<file path="config.mk">
export PLATFORM = sky130hd
export DESIGN_NAME = clkgen_smbus_regs
export DESIGN_NICKNAME = d
export VERILOG_FILES = /design/src/rtl/clkgen_smbus_pkg.sv /design/src/rtl/smb_line_sync.sv /design/src/rtl/clkgen_reg_bank.sv /design/src/rtl/smb_slave_fsm.sv /design/src/rtl/clkgen_smbus_regs.sv
export SDC_FILE = /design/constraint.sdc
export NUM_CORES = 1
export LEC_CHECK = 0
export ABC_AREA = 1
export CORE_ASPECT_RATIO = 0.9
export CORE_UTILIZATION = 65
export CTS_CLUSTER_DIAMETER = 200
export DETAILED_ROUTE_END_ITERATION = 10
export GPL_ROUTABILITY_DRIVEN = 0
export GPL_TIMING_DRIVEN = 0
export PLACE_DENSITY = 0.92
export SLEW_MARGIN = 30
export SYNTH_ARGS = -nofsm -noshare
export SYNTH_HDL_FRONTEND = slang
export SYNTH_SLANG_ARGS = --single-unit
</file>
<file path="constraint.sdc">
create_clock -name clk -period 3.9 [get_ports clk]
set_clock_uncertainty 0.2 [all_clocks]
set_input_delay 0.78 -clock clk [delete_from_list [all_inputs] [get_ports clk]]
set_output_delay 0.78 -clock clk [all_outputs]
set_load 0.01 [all_outputs]
</file>
<file path="src/rtl/clkgen_smbus_pkg.sv">
// Shared types and reset values for the clock-generator control slave.
package clkgen_smbus_pkg;

    // Bus engine states: receive a byte, ack it, transmit a byte, take the host ack.
    typedef enum logic [2:0] {
        ST_IDLE, ST_RX, ST_RX_END, ST_ACK, ST_TX, ST_HACK, ST_HACK_END
    } smb_state_t;

    // Meaning of the next byte the host writes.
    typedef enum logic [1:0] {PH_ADDR, PH_CMD, PH_COUNT, PH_DATA} smb_phase_t;

    // Power-up value of each control register.
    function automatic logic [7:0] ctl_default(input int idx);
        case (idx)
            0:       return 8'h7C;
            2:       return 8'hEB;
            3:       return 8'hAF;
            4:       return 8'h01;
            6:       return 8'h13;
            7:       return 8'h38;
            default: return 8'h00;
        endcase
    endfunction

endpackage

</file>
<file path="src/rtl/smb_line_sync.sv">
// Brings SCL and SDA into the clk domain through a flop chain. Also gives the
// previous synchronized sample, for edge detection.
// Assumes STAGES >= 2. Both lines reset to the idle (high) level.
module smb_line_sync #(
    parameter int STAGES = 2
) (
    input  logic clk,
    input  logic rst_n,
    input  logic scl_i,
    input  logic sda_i,
    output logic scl_s,
    output logic sda_s,
    output logic scl_q,
    output logic sda_q
);
    logic [STAGES-1:0] scl_ff, sda_ff;

    // Shift the pad levels through the chain and keep one older sample.
    always_ff @(posedge clk) begin
        if (!rst_n) begin
            scl_ff <= '1;
            sda_ff <= '1;
            scl_q  <= 1'b1;
            sda_q  <= 1'b1;
        end else begin
            scl_ff <= {scl_ff[STAGES-2:0], scl_i};
            sda_ff <= {sda_ff[STAGES-2:0], sda_i};
            scl_q  <= scl_ff[STAGES-1];
            sda_q  <= sda_ff[STAGES-1];
        end
    end

    assign scl_s = scl_ff[STAGES-1];
    assign sda_s = sda_ff[STAGES-1];
endmodule

</file>
<file path="src/rtl/clkgen_reg_bank.sv">
// Control register bank. One write port and one combinational read port.
// Offsets at or beyond NUM_REGS read as zero and ignore writes. Register
// RO_IDX is a constant. Assumes NUM_REGS >= 7 so that the control fields exist.
module clkgen_reg_bank
    import clkgen_smbus_pkg::*;
#(
    parameter int NUM_REGS = 8,
    parameter int AW       = 6,
    parameter int RO_IDX   = 7
) (
    input  logic          clk,
    input  logic          rst_n,
    input  logic          wr_en,
    input  logic [AW-1:0] wr_addr,
    input  logic [7:0]    wr_data,
    input  logic [AW-1:0] rd_addr,
    output logic [7:0]    rd_data,
    output logic [4:0]    out_en,
    output logic          ss_depth_sel,
    output logic          ss_enable,
    output logic          test_mode,
    output logic          test_ref_sel
);
    localparam int IW = $clog2(NUM_REGS);

    logic [7:0] mem [NUM_REGS];

    for (genvar i = 0; i < NUM_REGS; i++) begin : g_reg
        if (i == RO_IDX) begin : g_ro
            assign mem[i] = ctl_default(i);
        end else begin : g_rw
            // Load the reset value, then take writes aimed at this offset.
            always_ff @(posedge clk) begin
                if (!rst_n)
                    mem[i] <= ctl_default(i);
                else if (wr_en && wr_addr == AW'(i))
                    mem[i] <= wr_data;
            end
        end
    end

    assign rd_data = (rd_addr < AW'(NUM_REGS)) ? mem[rd_addr[IW-1:0]] : 8'h00;

    assign out_en       = mem[0][6:2];
    assign ss_depth_sel = mem[2][7];
    assign ss_enable    = mem[2][2];
    assign test_mode    = mem[6][6];
    assign test_ref_sel = mem[6][7];
endmodule

</file>
<file path="src/rtl/smb_slave_fsm.sv">
// Byte-level SMBus slave engine. Works on synchronized line samples: it
// detects start, stop and SCL edges, shifts bytes MSB first, decodes the
// address and command bytes, and runs single-register and block transfers.
// Assumes the host keeps each SCL level for several clk cycles. A start that
// comes after at most one SCL rise of a byte counts as a repeated start.
module smb_slave_fsm
    import clkgen_smbus_pkg::*;
#(
    parameter logic [6:0] DEV_ADDR = 7'h69,
    parameter int         NUM_REGS = 8,
    parameter int         AW       = 6
) (
    input  logic          clk,
    input  logic          rst_n,
    input  logic          scl_s,
    input  logic          scl_q,
    input  logic          sda_s,
    input  logic          sda_q,
    input  logic [7:0]    rd_data,
    output logic          sda_oe,
    output logic          wr_en,
    output logic [AW-1:0] wr_addr,
    output logic [7:0]    wr_data,
    output logic [AW-1:0] rd_addr,
    output logic          busy,
    output logic          stop_det
);
    smb_state_t    state;
    smb_phase_t    phase;
    logic [3:0]    cnt;
    logic [6:0]    rx_sh, tx_sh;
    logic [AW-1:0] ptr;
    logic          have_cmd, blk_mode, ack_ok, go_tx, send_count, more, sda_low;

    logic       rise, fall, start_det, last_rise, boundary;
    logic [7:0] byte_in, tx_byte;

    assign rise      = scl_s & ~scl_q;
    assign fall      = ~scl_s & scl_q;
    assign start_det = scl_s & scl_q & sda_q & ~sda_s;
    assign stop_det  = scl_s & scl_q & ~sda_q & sda_s;
    assign byte_in   = {rx_sh, sda_s};
    assign last_rise = (state == ST_RX) && rise && (cnt == 4'd7);
    assign boundary  = (state == ST_RX) && (cnt <= 4'd1);
    assign tx_byte   = send_count ? 8'(NUM_REGS) : rd_data;

    assign wr_en   = last_rise && (phase == PH_DATA);
    assign wr_addr = ptr;
    assign wr_data = byte_in;
    assign rd_addr = ptr;
    assign sda_oe  = sda_low;
    assign busy    = (state != ST_IDLE);

    // Advance the transaction on bus conditions and SCL edges.
    always_ff @(posedge clk) begin
        if (!rst_n) begin
            state <= ST_IDLE;   phase <= PH_ADDR;  cnt <= '0;
            rx_sh <= '0;        tx_sh <= '0;       ptr <= '0;
            have_cmd <= 1'b0;   blk_mode <= 1'b0;  ack_ok <= 1'b0;
            go_tx <= 1'b0;      send_count <= 1'b0; more <= 1'b0;
            sda_low <= 1'b0;
        end else if (stop_det) begin
            state   <= ST_IDLE;
            sda_low <= 1'b0;
        end else if (start_det) begin
            sda_low <= 1'b0;
            cnt     <= '0;
            phase   <= PH_ADDR;
            if (state == ST_IDLE) begin
                state    <= ST_RX;
                have_cmd <= 1'b0;
            end else if (boundary) begin
                state <= ST_RX;
            end else begin
                state <= ST_IDLE;
            end
        end else begin
            case (state)
                ST_RX: if (rise) begin
                    rx_sh <= byte_in[6:0];
                    cnt   <= cnt + 4'd1;
                    if (cnt == 4'd7) begin
                        state <= ST_RX_END;
                        go_tx <= 1'b0;
                        case (phase)
                            PH_ADDR: begin
                                ack_ok     <= (byte_in[7:1] == DEV_ADDR) && (!byte_in[0] || have_cmd);
                                go_tx      <= byte_in[0];
                                send_count <= blk_mode;
                                if (!byte_in[0]) phase <= PH_CMD;
                            end
                            PH_CMD: begin
                                ack_ok   <= (byte_in[6:5] == 2'b00);
                                have_cmd <= (byte_in[6:5] == 2'b00);
                                blk_mode <= ~byte_in[7];
                                ptr      <= byte_in[7] ? AW'(byte_in[4:0]) : '0;
                                phase    <= byte_in[7] ? PH_DATA : PH_COUNT;
                            end
                            PH_COUNT: begin
                                ack_ok <= 1'b1;
                                phase  <= PH_DATA;
                            end
                            default: begin
                                ack_ok <= 1'b1;
                                if (ptr != '1) ptr <= ptr + 1'b1;
                            end
                        endcase
                    end
                end
                ST_RX_END: if (fall) begin
                    sda_low <= ack_ok;
                    state   <= ack_ok ? ST_ACK : ST_IDLE;
                end
                ST_ACK: if (fall) begin
                    cnt <= '0;
                    if (go_tx) begin
                        sda_low    <= ~tx_byte[7];
                        tx_sh      <= tx_byte[6:0];
                        send_count <= 1'b0;
                        if (!send_count && ptr != '1) ptr <= ptr + 1'b1;
                        state      <= ST_TX;
                    end else begin
                        sda_low <= 1'b0;
                        state   <= ST_RX;
                    end
                end
                ST_TX: begin
                    if (rise) cnt <= cnt + 4'd1;
                    if (fall) begin
                        if (cnt == 4'd8) begin
                            sda_low <= 1'b0;
                            state   <= ST_HACK;
                        end else begin
                            sda_low <= ~tx_sh[6];
                            tx_sh   <= {tx_sh[5:0], 1'b0};
                        end
                    end
                end
                ST_HACK: if (rise) begin
                    more  <= ~sda_s;
                    state <= ST_HACK_END;
                end
                ST_HACK_END: if (fall) begin
                    cnt <= '0;
                    if (more) begin
                        sda_low    <= ~tx_byte[7];
                        tx_sh      <= tx_byte[6:0];
                        send_count <= 1'b0;
                        if (!send_count && ptr != '1) ptr <= ptr + 1'b1;
                        state      <= ST_TX;
                    end else begin
                        state <= ST_IDLE;
                    end
                end
                default: ;
            endcase
        end
    end
endmodule

</file>
<file path="src/rtl/clkgen_smbus_regs.sv">
// Top of the clock-generator control slave: line synchronizer, bus engine
// and register bank. The pad logic outside forms an open drain from sda_oe
// and feeds the wired line level back on sda_i.
module clkgen_smbus_regs #(
    parameter logic [6:0] DEV_ADDR    = 7'h69,
    parameter int         NUM_REGS    = 8,
    parameter int         SYNC_STAGES = 2,
    parameter int         PTR_W       = 6
) (
    input  logic       clk,
    input  logic       rst_n,
    input  logic       scl_i,
    input  logic       sda_i,
    output logic       sda_oe,
    output logic [4:0] out_en,
    output logic       ss_depth_sel,
    output logic       ss_enable,
    output logic       test_mode,
    output logic       test_ref_sel
);
    logic             scl_s, sda_s, scl_q, sda_q;
    logic             wr_en, busy, stop_det;
    logic [PTR_W-1:0] wr_addr, rd_addr;
    logic [7:0]       wr_data, rd_data;

    smb_line_sync #(.STAGES(SYNC_STAGES)) u_sync (
        .clk(clk), .rst_n(rst_n), .scl_i(scl_i), .sda_i(sda_i),
        .scl_s(scl_s), .sda_s(sda_s), .scl_q(scl_q), .sda_q(sda_q)
    );

    smb_slave_fsm #(.DEV_ADDR(DEV_ADDR), .NUM_REGS(NUM_REGS), .AW(PTR_W)) u_fsm (
        .clk(clk), .rst_n(rst_n), .scl_s(scl_s), .scl_q(scl_q),
        .sda_s(sda_s), .sda_q(sda_q), .rd_data(rd_data), .sda_oe(sda_oe),
        .wr_en(wr_en), .wr_addr(wr_addr), .wr_data(wr_data),
        .rd_addr(rd_addr), .busy(busy), .stop_det(stop_det)
    );

    clkgen_reg_bank #(.NUM_REGS(NUM_REGS), .AW(PTR_W), .RO_IDX(7)) u_bank (
        .clk(clk), .rst_n(rst_n), .wr_en(wr_en), .wr_addr(wr_addr),
        .wr_data(wr_data), .rd_addr(rd_addr), .rd_data(rd_data),
        .out_en(out_en), .ss_depth_sel(ss_depth_sel), .ss_enable(ss_enable),
        .test_mode(test_mode), .test_ref_sel(test_ref_sel)
    );
endmodule

</file>
# After elaboration in Yosys (flattened, before gate mapping)
# Index checks and enable logic that the tools add are counted.
# totals
regBits,98
in_bits,4
out_inout_bits,10
word_cells,210
# op_classes
addsub,2
magnitude_cmp,3
eq_ne,43
mux,73
n_bitwise,18
reduce_logical,47
# ops
operator,count
6-bit 2-to-1 mux,8
7-bit 2-to-1 mux,6
3-bit 2-to-1 mux,12
8-bit 2-to-1 mux,4
"3-bit by 1-bit inequality test with 1-bit output, second input constant",9
8-bit binary-select mux with 3-bit select,1
6-bit AND reduction,4
1-bit 2-to-1 mux,23
7-bit one-hot mux with 3 select lines,1
"6-bit by 3-bit equality test with 1-bit output, second input constant",3
3-bit one-hot mux with 6 select lines,1
6-bit one-hot mux with 3 select lines,1
9-bit AND reduction,2
"2-bit by 1-bit inequality test with 1-bit output, second input constant",7
1-bit logical AND,13
"6-bit by 2-bit equality test with 1-bit output, second input constant",2
2-bit 2-to-1 mux,6
4-bit 2-to-1 mux,3
6-bit one-hot mux with 2 select lines,1
4-bit AND reduction,3
11-bit AND reduction,1
"2-bit inequality test, second input constant",5
1-bit NOT,10
10-bit AND reduction,1
37 further kinds,59

# Logic depth before layout (Yosys ltp)
# logic_depth
ltp_word,10
depth_mapped,12
ltp_nobuf,11

# Hierarchy
# A second synthesis with hierarchy kept.
# hier_totals
hier_cells,883
hier_area_um2,5566.6
# modules_own_cells
mod,n_inst,cells_each,area_each_um2,seq_area_each_um2
clkgen_reg_bank,1,479,3014.1,1121.1
smb_slave_fsm,1,386,2387.3,720.7
smb_line_sync,1,18,165.2,120.1

# Worst setup path after synthesis
# Ideal clock, no wire load.
# synth_timing
path_kind,input -> register
from,in rst_n
to,reg u_sync.sda_ff[0]
setup_time_ps,123
arrival_time_ps,1697
required_ps,3577
path_slack_ps,1880
path_stages,4
n_path_buf,2
cell_sequence,clkbuf_1 > clkinv_1 > buf_1 > or2_2
# synth_lines
element,line,source
from (decl),clkgen_smbus_regs.sv:11,"input logic rst_n,"
to (signal assigned),smb_line_sync.sv:27,"sda_ff <= {sda_ff[STAGES-2:0], sda_i};"
to (decl),smb_line_sync.sv:16,"logic [STAGES-1:0] scl_ff, sda_ff;"
# No word-level cell between the ends.

# Worst setup path in the final report
# layout_timing
from,reg u_fsm.ptr[1] (netlist: u_fsm.rd_addr[1])
to,"reg u_bank.mem, in the netlist u_bank.out_en[4]"
# layout_via
elab_chain_len,2
# layout_lines
element,line,source
from (decl),smb_slave_fsm.sv:32,logic [AW-1:0] ptr;
from (signal assigned),smb_slave_fsm.sv:96,ptr <= byte_in[7] ? AW'(byte_in[4:0]) : '0;
from (signal assigned),smb_slave_fsm.sv:105,if (ptr != '1) ptr <= ptr + 1'b1;
from (signal assigned),smb_slave_fsm.sv:120,if (!send_count && ptr != '1) ptr <= ptr + 1'b1;
6-bit zero test,clkgen_reg_bank.sv:36,else if (wr_en && wr_addr == AW'(i))
1-bit logical AND,clkgen_reg_bank.sv:36,
"to (signal, indexed assignment)",clkgen_reg_bank.sv:35,mem[i] <= ctl_default(i);
"to (signal, indexed assignment)",clkgen_reg_bank.sv:37,mem[i] <= wr_data;
to (decl),clkgen_reg_bank.sv:26,logic [7:0] mem [NUM_REGS];
# No other way between the ends.
# A chain may end at the register's enable or synchronous reset.

==> PnR_summary.wiki <==
{| class="wikitable"
! Metric !! Value
|-
| Run status || finished clean
|-
| Final setup viols || 0
|-
| Internal power contribution || 1.357 mW
|-
| Launch instance of the worst min-delay path || u_sync.scl_ff[0]
|-
| Reg2reg path depth || 10
|-
| Antenna viol nets, final || 0
|-
| Layout cell share with drive strength beyond 1 || 0.1264
|-
| Area growth syn-to-layout || 8.587%
|-
| Initial antenna violation count || 0
|-
| Number of iterations in the first detailed-routing pass || 6
|-
| Share of synthesized cell area in and, or, nand and nor gates || 0.2595
|-
| Max-slew headroom || 0.5062
|-
| Count of clock tree sinks || 98
|-
| Maximum vdd ir drop || 236.1 uV
|-
| Period Utilization, post-route || 0.6185
|-
| Die extent in y || 86.75 um
|-
| Largest family of logic cells by synthesized area || simple AND/OR/NAND/NOR gates
|-
| Final setup TNS || 0 ns
|-
| Post-DR wirelength/cell || 17.65 um
|-
| Width of the die || 96.17 um
|-
| Via count || 5124
|-
| Syn_area_per_cell || 7.411 sq um
|-
| Post-route DRC || 0
|-
| Boundary Pins || 14
|-
| Critical Path Start Type || register
|-
| Final std cell area, no fill || 5633 sq um
|-
| Switching portion of total power || 0.2670
|-
| Synthesized net count || 715
|-
| Mapped Cells || 700
|-
| RSZ-0062 raised after global routing || false
|-
| Compound-gate portion of the synthesized area || 0.2287
|-
| Floorplan row count || 30
|-
| Cell leakage power || 2.447 nW
|-
| Diode count || 0
|-
| Top achievable clock speed || 414.6 MHz
|-
| Multiplexer share of the synthesized area || 0
|-
| H-Tree Depth || 3
|-
| CTS Buffer Depth || 2
|-
| Primary FF master, synth || sky130_fd_sc_hd__dfxtp_1
|-
| Clk network pwr share || 0.373
|-
| Core Util, Final || 0.7392
|-
| Number of DRC markers after the initial detailed-route iteration || 662
|-
| Critical R2R Launch || u_fsm.rd_addr[1]
|-
| Setup WS post-layout || 1.488 ns
|-
| Hold_buf cts || 0
|-
| Critical Path RT || 3.92 ns
|-
| Crit. Startpoint || u_fsm.rd_addr[1]
|-
| Largest net degree at the start of global routing || 19
|-
| Share of synthesized flip-flops with an asynchronous set or reset || 0
|-
| Remaining global-route overflow || 0
|-
| CTS tree || yes
|-
| Final Power || 1.852 mW
|-
| Number of gates resized after CTS || 0
|-
| Fin. max-slew vios || 0
|-
| Area enclosed by the die boundary || 8342 sq um
|-
| Area inside the core boundary || 7620 sq um
|-
| Adder-Cell Fraction of Synth Area || 0.02653
|-
| Detailed-route wire length || 14550 um
|-
| Total setup buffers inserted after CTS || 0
|-
| Total Routing Usage GR || 0.3732
|-
| Worst-path clk slew || 0.10 ns
|-
| Starting Density || 0.6808
|-
| Data arrival, critical path || 2.43 ns
|-
| Global-route wire length before repair || 23520 um
|-
| Yosys warning total || 0
|-
| Worst Setup Path Type || reg -> reg
|-
| Via count of the first global-routing pass || 4743
|-
| Fill count || 548
|-
| Max Cap Violations || 0
|-
| Post-synthesis instance area || 5187 sq um
|-
| Top fanout value on the critical path || 11
|-
| Path type of the worst min-delay path || reg -> reg
|-
| Sw Pwr || 0.4944 mW
|-
| IO Port Bufs || 12
|-
| Root buffer cell || sky130_fd_sc_hd__clkbuf_8
|-
| Worst r2r dst || u_bank.out_en[4]
|-
| Final count of hold timing violations || 0
|-
| Register-to-register setup slack || 1.49 ns
|-
| Critical path endpoint category || register
|-
| Clock insertion delay at the later pin of the skew report || 0.37 ns
|-
| Final net count || 738
|-
| Vias per cell || 6.218
|-
| Cell area power density || 328.8 nW/um^2
|-
| Least-Margin Pin Slew || 0.7406 ns
|-
| Post-placement setup slack || 1.449 ns
|-
| Number of distinct library cells after synthesis || 45
|-
| Sequential fraction of design power || 0.550
|-
| Hold Path Depth || 1
|-
| Synth Area in XOR/XNOR || 0.006753
|-
| Clock period minus worst slack || 2.412 ns
|-
| Endpoint, Worst Hold || u_sync.scl_ff[1]
|-
| Proportion of synthesized chip area in sequential cells || 0.3782
|-
| Placed instance area || 5428 sq um
|-
| Post-synthesis sequential element count || 98
|-
| Clock buffer count from CTS || 9
|-
| Gate power share || 0.077
|-
| Number of enable flip-flop cells after synthesis || 0
|-
| Post-detailed-placement half-perimeter wirelength || 10430 um
|}
[cells in the final DEF, fill, tap and decap left out, types with 4 or more instances in the layout]
master | Yosys | layout
sky130_fd_sc_hd__nand2_1 | 142 | 142
sky130_fd_sc_hd__inv_1 | 71 | 71
sky130_fd_sc_hd__o21a_1 | 22 | 22
sky130_fd_sc_hd__clkbuf_1 | 11 | 11
sky130_fd_sc_hd__nand3_1 | 33 | 33
sky130_fd_sc_hd__buf_2 | 6 | 6
sky130_fd_sc_hd__nor2_4 | 6 | 6
sky130_fd_sc_hd__o21ai_0 | 48 | 48
sky130_fd_sc_hd__buf_6 | 8 | 8
sky130_fd_sc_hd__clkdlybuf4s50_1 | 0 | 12
sky130_fd_sc_hd__inv_2 | 7 | 7
sky130_fd_sc_hd__dfxtp_1 | 98 | 98
sky130_fd_sc_hd__nand2_2 | 7 | 7
sky130_fd_sc_hd__o211ai_2 | 6 | 6
sky130_fd_sc_hd__nor2_2 | 4 | 4
sky130_fd_sc_hd__buf_4 | 5 | 5
sky130_fd_sc_hd__or2_2 | 5 | 5
sky130_fd_sc_hd__clkbuf_8 | 0 | 9
sky130_fd_sc_hd__nor3_1 | 4 | 4
sky130_fd_sc_hd__o211ai_1 | 25 | 25
sky130_fd_sc_hd__ha_1 | 11 | 11
sky130_fd_sc_hd__nand4_1 | 6 | 6
sky130_fd_sc_hd__a21oi_2 | 6 | 6
sky130_fd_sc_hd__nand2_4 | 5 | 5
sky130_fd_sc_hd__nor2_1 | 55 | 55
sky130_fd_sc_hd__a21oi_1 | 73 | 73
[flip-flops by register name, summed over array words and instances (netlist names), 2 cells and up]
register	cells
u_bank.out_en	5
u_fsm.rx_sh	7
u_sync.scl_ff	2
u_fsm.phase	2
u_fsm.rd_addr	6
u_fsm.cnt	4
u_sync.sda_ff	2
u_fsm.tx_sh	7
u_fsm.state	3
u_bank.mem	47
[logic make-up (layout without fill, tap and decap cells)]
kind of cell	after synthesis	in the layout
flops	98	98
simple gates	278	278
compound gates	194	194
buf+inv	115	143
xor+xnor	4	4
fa+ha+maj	11	11
[worst max-delay path by stage]
stage / slack [ns] / end
floorplan: 1.88 / u_sync.sda_ff[0]
global placement: 1.50 / u_sync.scl_ff[0]
detailed placement: 1.45 / u_sync.scl_q
CTS: 1.52 / out_en[2]
global route: 1.31 / u_bank.out_en[4]
finish: 1.49 / u_bank.out_en[4]
[Yosys cell counts, types with 4 or more instances]
master / number / share of area
sky130_fd_sc_hd__a21oi_1: 73 / 0.070
sky130_fd_sc_hd__a21oi_2: 6 / 0.010
sky130_fd_sc_hd__buf_2: 6 / 0.0058
sky130_fd_sc_hd__buf_4: 5 / 0.0072
sky130_fd_sc_hd__buf_6: 8 / 0.017
sky130_fd_sc_hd__clkbuf_1: 11 / 0.0080
sky130_fd_sc_hd__dfxtp_1: 98 / 0.38
sky130_fd_sc_hd__ha_1: 11 / 0.027
sky130_fd_sc_hd__inv_1: 71 / 0.051
sky130_fd_sc_hd__inv_2: 7 / 0.0051
sky130_fd_sc_hd__nand2_1: 142 / 0.10
sky130_fd_sc_hd__nand2_2: 7 / 0.0084
sky130_fd_sc_hd__nand2_4: 5 / 0.011
sky130_fd_sc_hd__nand3_1: 33 / 0.032
sky130_fd_sc_hd__nand4_1: 6 / 0.0072
sky130_fd_sc_hd__nor2_1: 55 / 0.040
sky130_fd_sc_hd__nor2_2: 4 / 0.0048
sky130_fd_sc_hd__nor2_4: 6 / 0.013
sky130_fd_sc_hd__nor3_1: 4 / 0.0039
sky130_fd_sc_hd__o211ai_1: 25 / 0.036
sky130_fd_sc_hd__o211ai_2: 6 / 0.014
sky130_fd_sc_hd__o21a_1: 22 / 0.032
sky130_fd_sc_hd__o21ai_0: 48 / 0.046
sky130_fd_sc_hd__or2_2: 5 / 0.0060
[cell type report]
class,count,area (sq um),area share
multi-input combinational,487,2705,0.4802
sequential,98,1962,0.3483
inverter,82,310.3,0.05509
buffer,33,210.2,0.03732
clock buffer,9,123.9,0.02199
timing repair buffer,12,120.1,0.02132
tap,96,120.1,0.02132
clock inverter,7,81.33,0.01444
[power by group through the flow]
stage               combinational, mW  sequential (mW)  clock (mW)
floorplan                      0.0990             1.04           0
CTS                             0.137             1.02       0.690
finish                          0.143             1.02       0.691
detailed placement              0.135             1.04           0
global placement                0.132             1.04           0
global route                    0.154             1.02       0.731
[metrics by stage]
stage | hold slack [ns] | instances
finish | 0.2271 | 824
CTS | 0.2305 | 824
detailed placement | 0.2088 | 808
global placement | 0.2022 | 808
global route | 0.2502 | 824
floorplan | 0.1925 | 700
[worst max-delay path: stages (launching register included)]
cell,delay [ns]
sky130_fd_sc_hd__dfxtp_1,0.37
sky130_fd_sc_hd__inv_1,0.17
sky130_fd_sc_hd__clkbuf_1,0.47
sky130_fd_sc_hd__ha_1,0.26
sky130_fd_sc_hd__inv_1,0.05
sky130_fd_sc_hd__nor2_1,0.18
sky130_fd_sc_hd__nand2_4,0.11
sky130_fd_sc_hd__nor2_4,0.18
sky130_fd_sc_hd__inv_2,0.12
sky130_fd_sc_hd__nand2_1,0.07
sky130_fd_sc_hd__o211ai_1,0.09
[metal layers]
layer,GRT usage,vias to the layer above,part of all wire
li1,-,2366,-
met3,0.1219,68,0.13
met2,0.5629,372,0.44
met1,0.4912,2318,0.40
met4,0.1506,0,0.037
met5,0,-,0
No activity file was read; power rests on OpenSTA's default activity.
